`src/rtl/irq_glue_pkg.sv`:
```
package irq_glue_pkg;
  localparam logic [2:0] FC_IACK = 3'b111;
endpackage

```
`src/rtl/irq_prio_enc.sv`:
```
module irq_prio_enc #(
  parameter int LVL_W = 3,
  localparam int NLVL = (1 << LVL_W) - 1
) (
  input  logic [NLVL:1]    req_n,
  output logic [LVL_W-1:0] ipl_n
);
  logic [LVL_W-1:0] lvl;

  // Ascending scan: the last active index seen is the highest one.
  always_comb begin
    lvl = '0;
    for (int i = 1; i <= NLVL; i++) begin
      if (!req_n[i]) lvl = LVL_W'(i);
    end
  end

  assign ipl_n = ~lvl;
endmodule

```
`src/rtl/irq_ack_decode.sv`:
```
module irq_ack_decode
  import irq_glue_pkg::*;
#(
  parameter int LVL_W   = 3,
  parameter int ADDR_HI = 23,
  localparam int NLVL   = (1 << LVL_W) - 1
) (
  input  logic            as_n,
  input  logic [2:0]      fc,
  input  logic [ADDR_HI:1] addr,
  output logic [NLVL:1]   ack_hot
);
  logic cyc_ok;
  logic [LVL_W-1:0] lvl;

  assign lvl    = addr[LVL_W:1];
  assign cyc_ok = !as_n && (fc == FC_IACK) && (&addr[ADDR_HI:LVL_W+1]);

  for (genvar g = 1; g <= NLVL; g++) begin : g_lvl
    assign ack_hot[g] = cyc_ok && (lvl == LVL_W'(g));
  end
endmodule

```
`src/rtl/irq_vec_bank.sv`:
```
module irq_vec_bank #(
  parameter int LVL_W = 3,
  parameter int VEC_W = 8,
  parameter logic [VEC_W-1:0] VEC_BASE = 8'h40,
  localparam int NLVL = (1 << LVL_W) - 1
) (
  input  logic             clk,
  input  logic             rst_n,
  input  logic             wr,
  input  logic [LVL_W-1:0] wr_lvl,
  input  logic [VEC_W-1:0] wr_data,
  input  logic [NLVL:1]    rd_hot,
  output logic [VEC_W-1:0] rd_data
);
  logic [VEC_W-1:0] vec_q [NLVL:1];

  for (genvar g = 1; g <= NLVL; g++) begin : g_reg
    always_ff @(posedge clk or negedge rst_n) begin
      if (!rst_n)
        vec_q[g] <= VEC_BASE + VEC_W'(g);
      else if (wr && (wr_lvl == LVL_W'(g)))
        vec_q[g] <= wr_data;
    end
  end

  // AND-OR mux driven by the one-hot select.
  always_comb begin
    rd_data = '0;
    for (int i = 1; i <= NLVL; i++) begin
      rd_data = rd_data | (rd_hot[i] ? vec_q[i] : '0);
    end
  end
endmodule

```
`src/rtl/irq_glue.sv`:
```
module irq_glue #(
  parameter int LVL_W   = 3,
  parameter int VEC_W   = 8,
  parameter int ADDR_HI = 23,
  parameter logic [VEC_W-1:0] VEC_BASE = 8'h40
) (
  input  logic                      clk,
  input  logic                      rst_n,
  input  logic [(1<<LVL_W)-1:1]     req_n,
  output logic [LVL_W-1:0]          ipl_n,
  input  logic                      as_n,
  input  logic [2:0]                fc,
  input  logic [ADDR_HI:1]          addr,
  output logic [(1<<LVL_W)-1:1]     ack_n,
  output logic                      vec_oe,
  output logic [VEC_W-1:0]          vec_data,
  input  logic                      vec_wr,
  input  logic [LVL_W-1:0]          vec_lvl,
  input  logic [VEC_W-1:0]          vec_wdata
);
  localparam int NLVL = (1 << LVL_W) - 1;

  logic [NLVL:1] ack_hot;

  irq_prio_enc #(.LVL_W(LVL_W)) u_enc (
    .req_n (req_n),
    .ipl_n (ipl_n)
  );

  irq_ack_decode #(.LVL_W(LVL_W), .ADDR_HI(ADDR_HI)) u_dec (
    .as_n    (as_n),
    .fc      (fc),
    .addr    (addr),
    .ack_hot (ack_hot)
  );

  irq_vec_bank #(.LVL_W(LVL_W), .VEC_W(VEC_W), .VEC_BASE(VEC_BASE)) u_bank (
    .clk     (clk),
    .rst_n   (rst_n),
    .wr      (vec_wr),
    .wr_lvl  (vec_lvl),
    .wr_data (vec_wdata),
    .rd_hot  (ack_hot),
    .rd_data (vec_data)
  );

  assign ack_n  = ~ack_hot;
  assign vec_oe = |ack_hot;
endmodule

```
`config.mk`:
```
export PLATFORM = sky130hd
export DESIGN_NAME = irq_glue
export DESIGN_NICKNAME = d
export VERILOG_FILES = /design/src/rtl/irq_glue_pkg.sv /design/src/rtl/irq_prio_enc.sv /design/src/rtl/irq_ack_decode.sv /design/src/rtl/irq_vec_bank.sv /design/src/rtl/irq_glue.sv
export SDC_FILE = /design/constraint.sdc
export NUM_CORES = 1
export LEC_CHECK = 0
export ABC_AREA = 1
export ABC_CLOCK_PERIOD_IN_PS = 4100
export BUFFER_PORTS_ARGS = -buffer_cell sky130_fd_sc_hd__buf_2
export CORE_ASPECT_RATIO = 0.9
export CORE_UTILIZATION = 55
export DETAILED_ROUTE_END_ITERATION = 8
export GPL_ROUTABILITY_DRIVEN = 1
export PLACE_DENSITY = 0.81
export REMOVE_ABC_BUFFERS = 1
export SLEW_MARGIN = 20
export SYNTH_ARGS = -nofsm -noshare
export SYNTH_HDL_FRONTEND = slang
export SYNTH_HIERARCHICAL = 1
export SYNTH_SLANG_ARGS = --single-unit
```
`constraint.sdc`:
```
create_clock -name clk -period 4.1 [get_ports clk]
set_clock_uncertainty 0.05 [all_clocks]
set_input_delay 0.82 -clock clk [delete_from_list [all_inputs] [get_ports clk]]
set_output_delay 0.82 -clock clk [all_outputs]
set_load 0.05 [all_outputs]
```
Word level (Yosys, flattened, before mapping)
Index checks and enable logic that the tools add are counted.

operators by class
  bitwise logic cells = 8
  equal/unequal tests = 15
  mux-type cells = 14
  reduce and logical (&&, ||, !) cells = 19

operator list
  cell                                           number
  two-way mux 8 bit                              7
  bitwise OR 8 bit                               6
  == test 3 bit, second input constant           9
  AND reduction 20 bit                           1
  logical AND 1 bit                              16
  == test 3 x 2 -> 1 bit, second input constant  4
  two-way mux 3 bit                              4
  inverter 7 bit                                 1
  OR reduction 7 bit                             1
  == test 3 x 1 -> 1 bit, second input constant  2
  two-way mux 2 bit                              2
  inverter 3 bit                                 1
  zero test 1 bit                                1
  two-way mux 1 bit                              1

storage, ports and cells
  register bits = 56
  output and inout port bits = 19
  input bits = 48

Depth between registers and ports, before layout
  depth after elaboration = 11
  depth in mapped cells = 11
  gate-level depth less buffers = 10

Modules after synthesis
The synthesis kept the hierarchy.

by module, submodules not included
  module          area each (um^2)  instances  cells each  sequential area each (um^2)
  irq_vec_bank    2696.3            1          369         1425.1
  irq_ack_decode  157.7             1          37          0.0
  irq_prio_enc    51.3              1          12          0.0
  irq_glue        48.8              1          13          0.0

Worst setup path after synthesis
Ideal clock, no wire load.

  kind = input to output
  start point = input addr[11] (netlist bit)
  end point = output vec_data[0]
  required time = 3.230 ns
  buffers on the path = 1
  arrival time = 2.077 ns
  slack = 1.153 ns
  cell stages on the path = 11
  cell sequence = nand2_1 -> nor2_1 -> nand2_1 -> nor2_2 -> nand2_2 -> nor2_1 -> clkbuf_1 -> nand2_1 -> nand2_1 -> nor2_1 -> nand2_1

RTL lines
  what                            RTL line              text
  start, declared                 irq_glue.sv:13        input logic [ADDR_HI:1] addr,
  AND reduction 20 bit            irq_ack_decode.sv:17  assign cyc_ok = !as_n && (fc == FC_IACK) && (&addr[ADDR_HI:LVL_W+1]);
  logical AND 1 bit               irq_ack_decode.sv:17
  logical AND 1 bit               irq_ack_decode.sv:20  assign ack_hot[g] = cyc_ok && (lvl == LVL_W'(g));
  named net ack_hot, one bit      irq_glue.sv:23        logic [NLVL:1] ack_hot;
  two-way mux 8 bit               irq_vec_bank.sv:30    rd_data = rd_data | (rd_hot[i] ? vec_q[i] : '0);
  bitwise OR 8 bit (3 in series)  irq_vec_bank.sv:30
  end, declared                   irq_glue.sv:16        output logic [VEC_W-1:0] vec_data,

The timed path passes the listed nets, and every way through them passes these cells.

Worst setup path in the final report
  start point = input addr[11] (netlist bit)
  end point = output vec_data[2]

RTL lines
  what                        RTL line
  AND reduction 20 bit        irq_ack_decode.sv:17
  logical AND 1 bit           irq_ack_decode.sv:17
  logical AND 1 bit           irq_ack_decode.sv:20
  named net ack_hot, one bit  irq_glue.sv:23
  two-way mux 8 bit           irq_vec_bank.sv:30
  bitwise OR 8 bit            irq_vec_bank.sv:30

The timed path passes the listed nets, and every way through them passes these cells.

==> results_dict.tcl <==
set metrics [dict create \
    crit_fanout 10 \
    yosys.area.top_type "nand2_1" \
    top_regs "u_bank/vec_q x56" \
    ys_ff_latch 56 \
    grt_max_degree 40 \
    start_kind "input pin" \
    groute.layer.met3.usage_pct 4.968 \
    die_h_um 71.53 \
    grtUsageMet1_pct 38.81 \
    rows 24 \
    drive_gt1_share_pct 24.50 \
    antenna_cells 0 \
    hold_ws_ps 418.8 \
    die_w_um 79.25 \
    ys.flop_type "dfrtp_1" \
    avgSynthCellArea_um2 6.854 \
    numCtsBuffers 5 \
    viasPerCell 5.178 \
    maxSlewHeadroom_pct 43.61 \
    drv_slew 0 \
    p_per_area_nw_per_um2 359.6 \
    port_buffers 66 \
    finalCritPeriodShare_pct 83.57 \
    dr.pass1.iters 5 \
    synth-seq-area-share_pct 48.24 \
    cts_setup_buffers 0 \
    rsz0062_at_grt "no" \
    ios 67 \
    gp_congestion 0.8670 \
    ant_nets 0 \
    final_nets 546 \
    cts.sinks 56 \
    insertion_delay_ps 300 \
    dpl_cell_area_um2 3352 \
    drt_first_iter_violations 343 \
    fin_crit_ps 3426 \
    grtUsageMet2_pct 47.80 \
    overflow 0 \
    post-synth-top-count-cell "nand2_1" \
    ys_top_cells_by_count "nand2_1, nand3_1, dfrtp_1" \
    grt_pass1_vias 2636 \
    dp_hpwl_mm 5.384 \
    htreeDepth 2 \
    synth-edff-count 0 \
    ir_drop_v 0.0002008 \
    grt_busiest_layer "met2" \
    drcViolationCount 0 \
    netlist_area_um2 2954 \
    status "complete, no violations" \
    timing.rr.start "u_bank/vec_q[34]" \
    p_leak_nw 2.009 \
    synth.top_cell.area_share_pct 31.51 \
    start_util_pct 58.91 \
    core_um2 5015 \
    ctsHoldBuffers 0 \
    die_area_um2 5668 \
    min_path_cells 2 \
    num_vias 2915 \
    clk_pin_slew_ps 90 \
    cts_resized 0 \
    drv_cap 0 \
    setup_violations 0 \
    grt_pass1_wl_mm 12.35 \
    worstMarginPinSlew_ps 845.9 \
    grt_antenna_before_repair 0 \
    hold_end "u_bank/vec_q[48]" \
    regMostFlops "u_bank/vec_q" \
    dp.cells 556 \
    total_power_mw 1.240 \
    synth_cells 431 \
    wl_mm 7.682 \
    hold_path_startpoint "u_bank/vec_q[48]" \
    worstHoldPathType "register to register" \
    root_buffer "clkbuf_8" \
    fmax_ghz 0.2919 \
    fin_area_um2 3448 \
    cp-end-kind "primary output" \
    setup-tns-final_ps 0 \
    cts_tree "built" \
    largest_reg_flops 56 \
    critical_path_class "input pin to primary output" \
    required_ps 3230 \
    avgRoutedWirePerCell_um 13.64 \
    ys_types 17 \
    synth_area_leaders "nand2_1, dfrtp_1, dfstp_2" \
    area_growth_pct 16.73 \
    grtUsageTotal_pct 28.89 \
    rr_worst_depth 2 \
    r2r_end "u_bank/vec_q[34]" \
    layout.cells.non_filler 563 \
    rrSetupSlack_ps 3310 \
    clock_path_buffers 2 \
    ys_async_sr_fraction_pct 100.0 \
    cp.arrival_ps 2560 \
    final_hold_viol_count 0 \
    yosysWarnings 6 \
]
[worst max path at each step]
stage              from     endpoint  slack, ps  cells past startpoint
3_3_place_gp   addr[11]  vec_data[6]        690                     12
2_1_floorplan  addr[11]       vec_oe        890                     10
4_1_cts        addr[11]  vec_data[2]        670                     12
3_5_place_dp   addr[11]  vec_data[2]        680                     12
5_1_grt        addr[11]  vec_data[2]        490                     12
6_report       addr[11]  vec_data[2]        670                     12
[per-layer routing]
layer  part of all wire [%]  vias up
li1                       -     1446
met1                     43     1322
met2                     48      132
met3                    7.6       15
met4                    1.9        0
met5                      0        -
[report_power, final]
group	leakage (nW)	total [mW]	internal (mW)	switching [mW]
clock network	0.0503	0.316	0.151	0.165
registers	0.664	0.738	0.681	0.0577
logic	1.29	0.185	0.0674	0.118
total	2.01	1.24	0.899	0.341
[kinds of logic (layout without fill, tap and decap cells)]
logic type             count (synthesis)  in the layout  synth area share, %
flip-flops                            56             56                48.24
AO/OA/AOI/OAI                          2              2               0.4658
AND/OR/NAND/NOR                      337            337                46.51
buffers and inverters                 36            103                4.786
[placed cells by master, fill, tap and decap left out]
cell / instances
nand2_1: 248
buf_2: 66
dfrtp_1: 37
a21oi_1: 1
buf_4: 4
nand4_1: 2
nor2_2: 5
a21oi_2: 1
nor2_1: 32
nand2_2: 8
inv_2: 9
clkbuf_8: 7
nor2_4: 3
dfstp_2: 19
inv_1: 17
nand3_1: 39
[critical path: stages]
cell	delay, ps
buf_2	70
nand2_1	40
nor2_1	90
nand2_1	70
nor2_2	120
nand2_2	100
nor2_1	630
nand2_1	120
nand2_1	110
nor2_1	50
nand2_1	60
buf_2	260
[per-stage QoR]
step	setup slack [ps]	utilization, %
finish	673.8	68.76
detailed placement	681.3	66.84
CTS	672.7	68.76
global placement	692.9	66.84
global route	489.4	68.76
floorplan	888.4	-
[layout make-up]
class / instances / area (um^2)
Clock buffer: 7 / 96.34
Multi-Input combinational cell: 339 / 1388
Fill cell: 450 / 1567
Inverter: 26 / 97.59
Tap cell: 65 / 81.33
Sequential cell: 56 / 1425
Timing Repair Buffer: 70 / 360.3
Power figures use the tool's default switching activity.
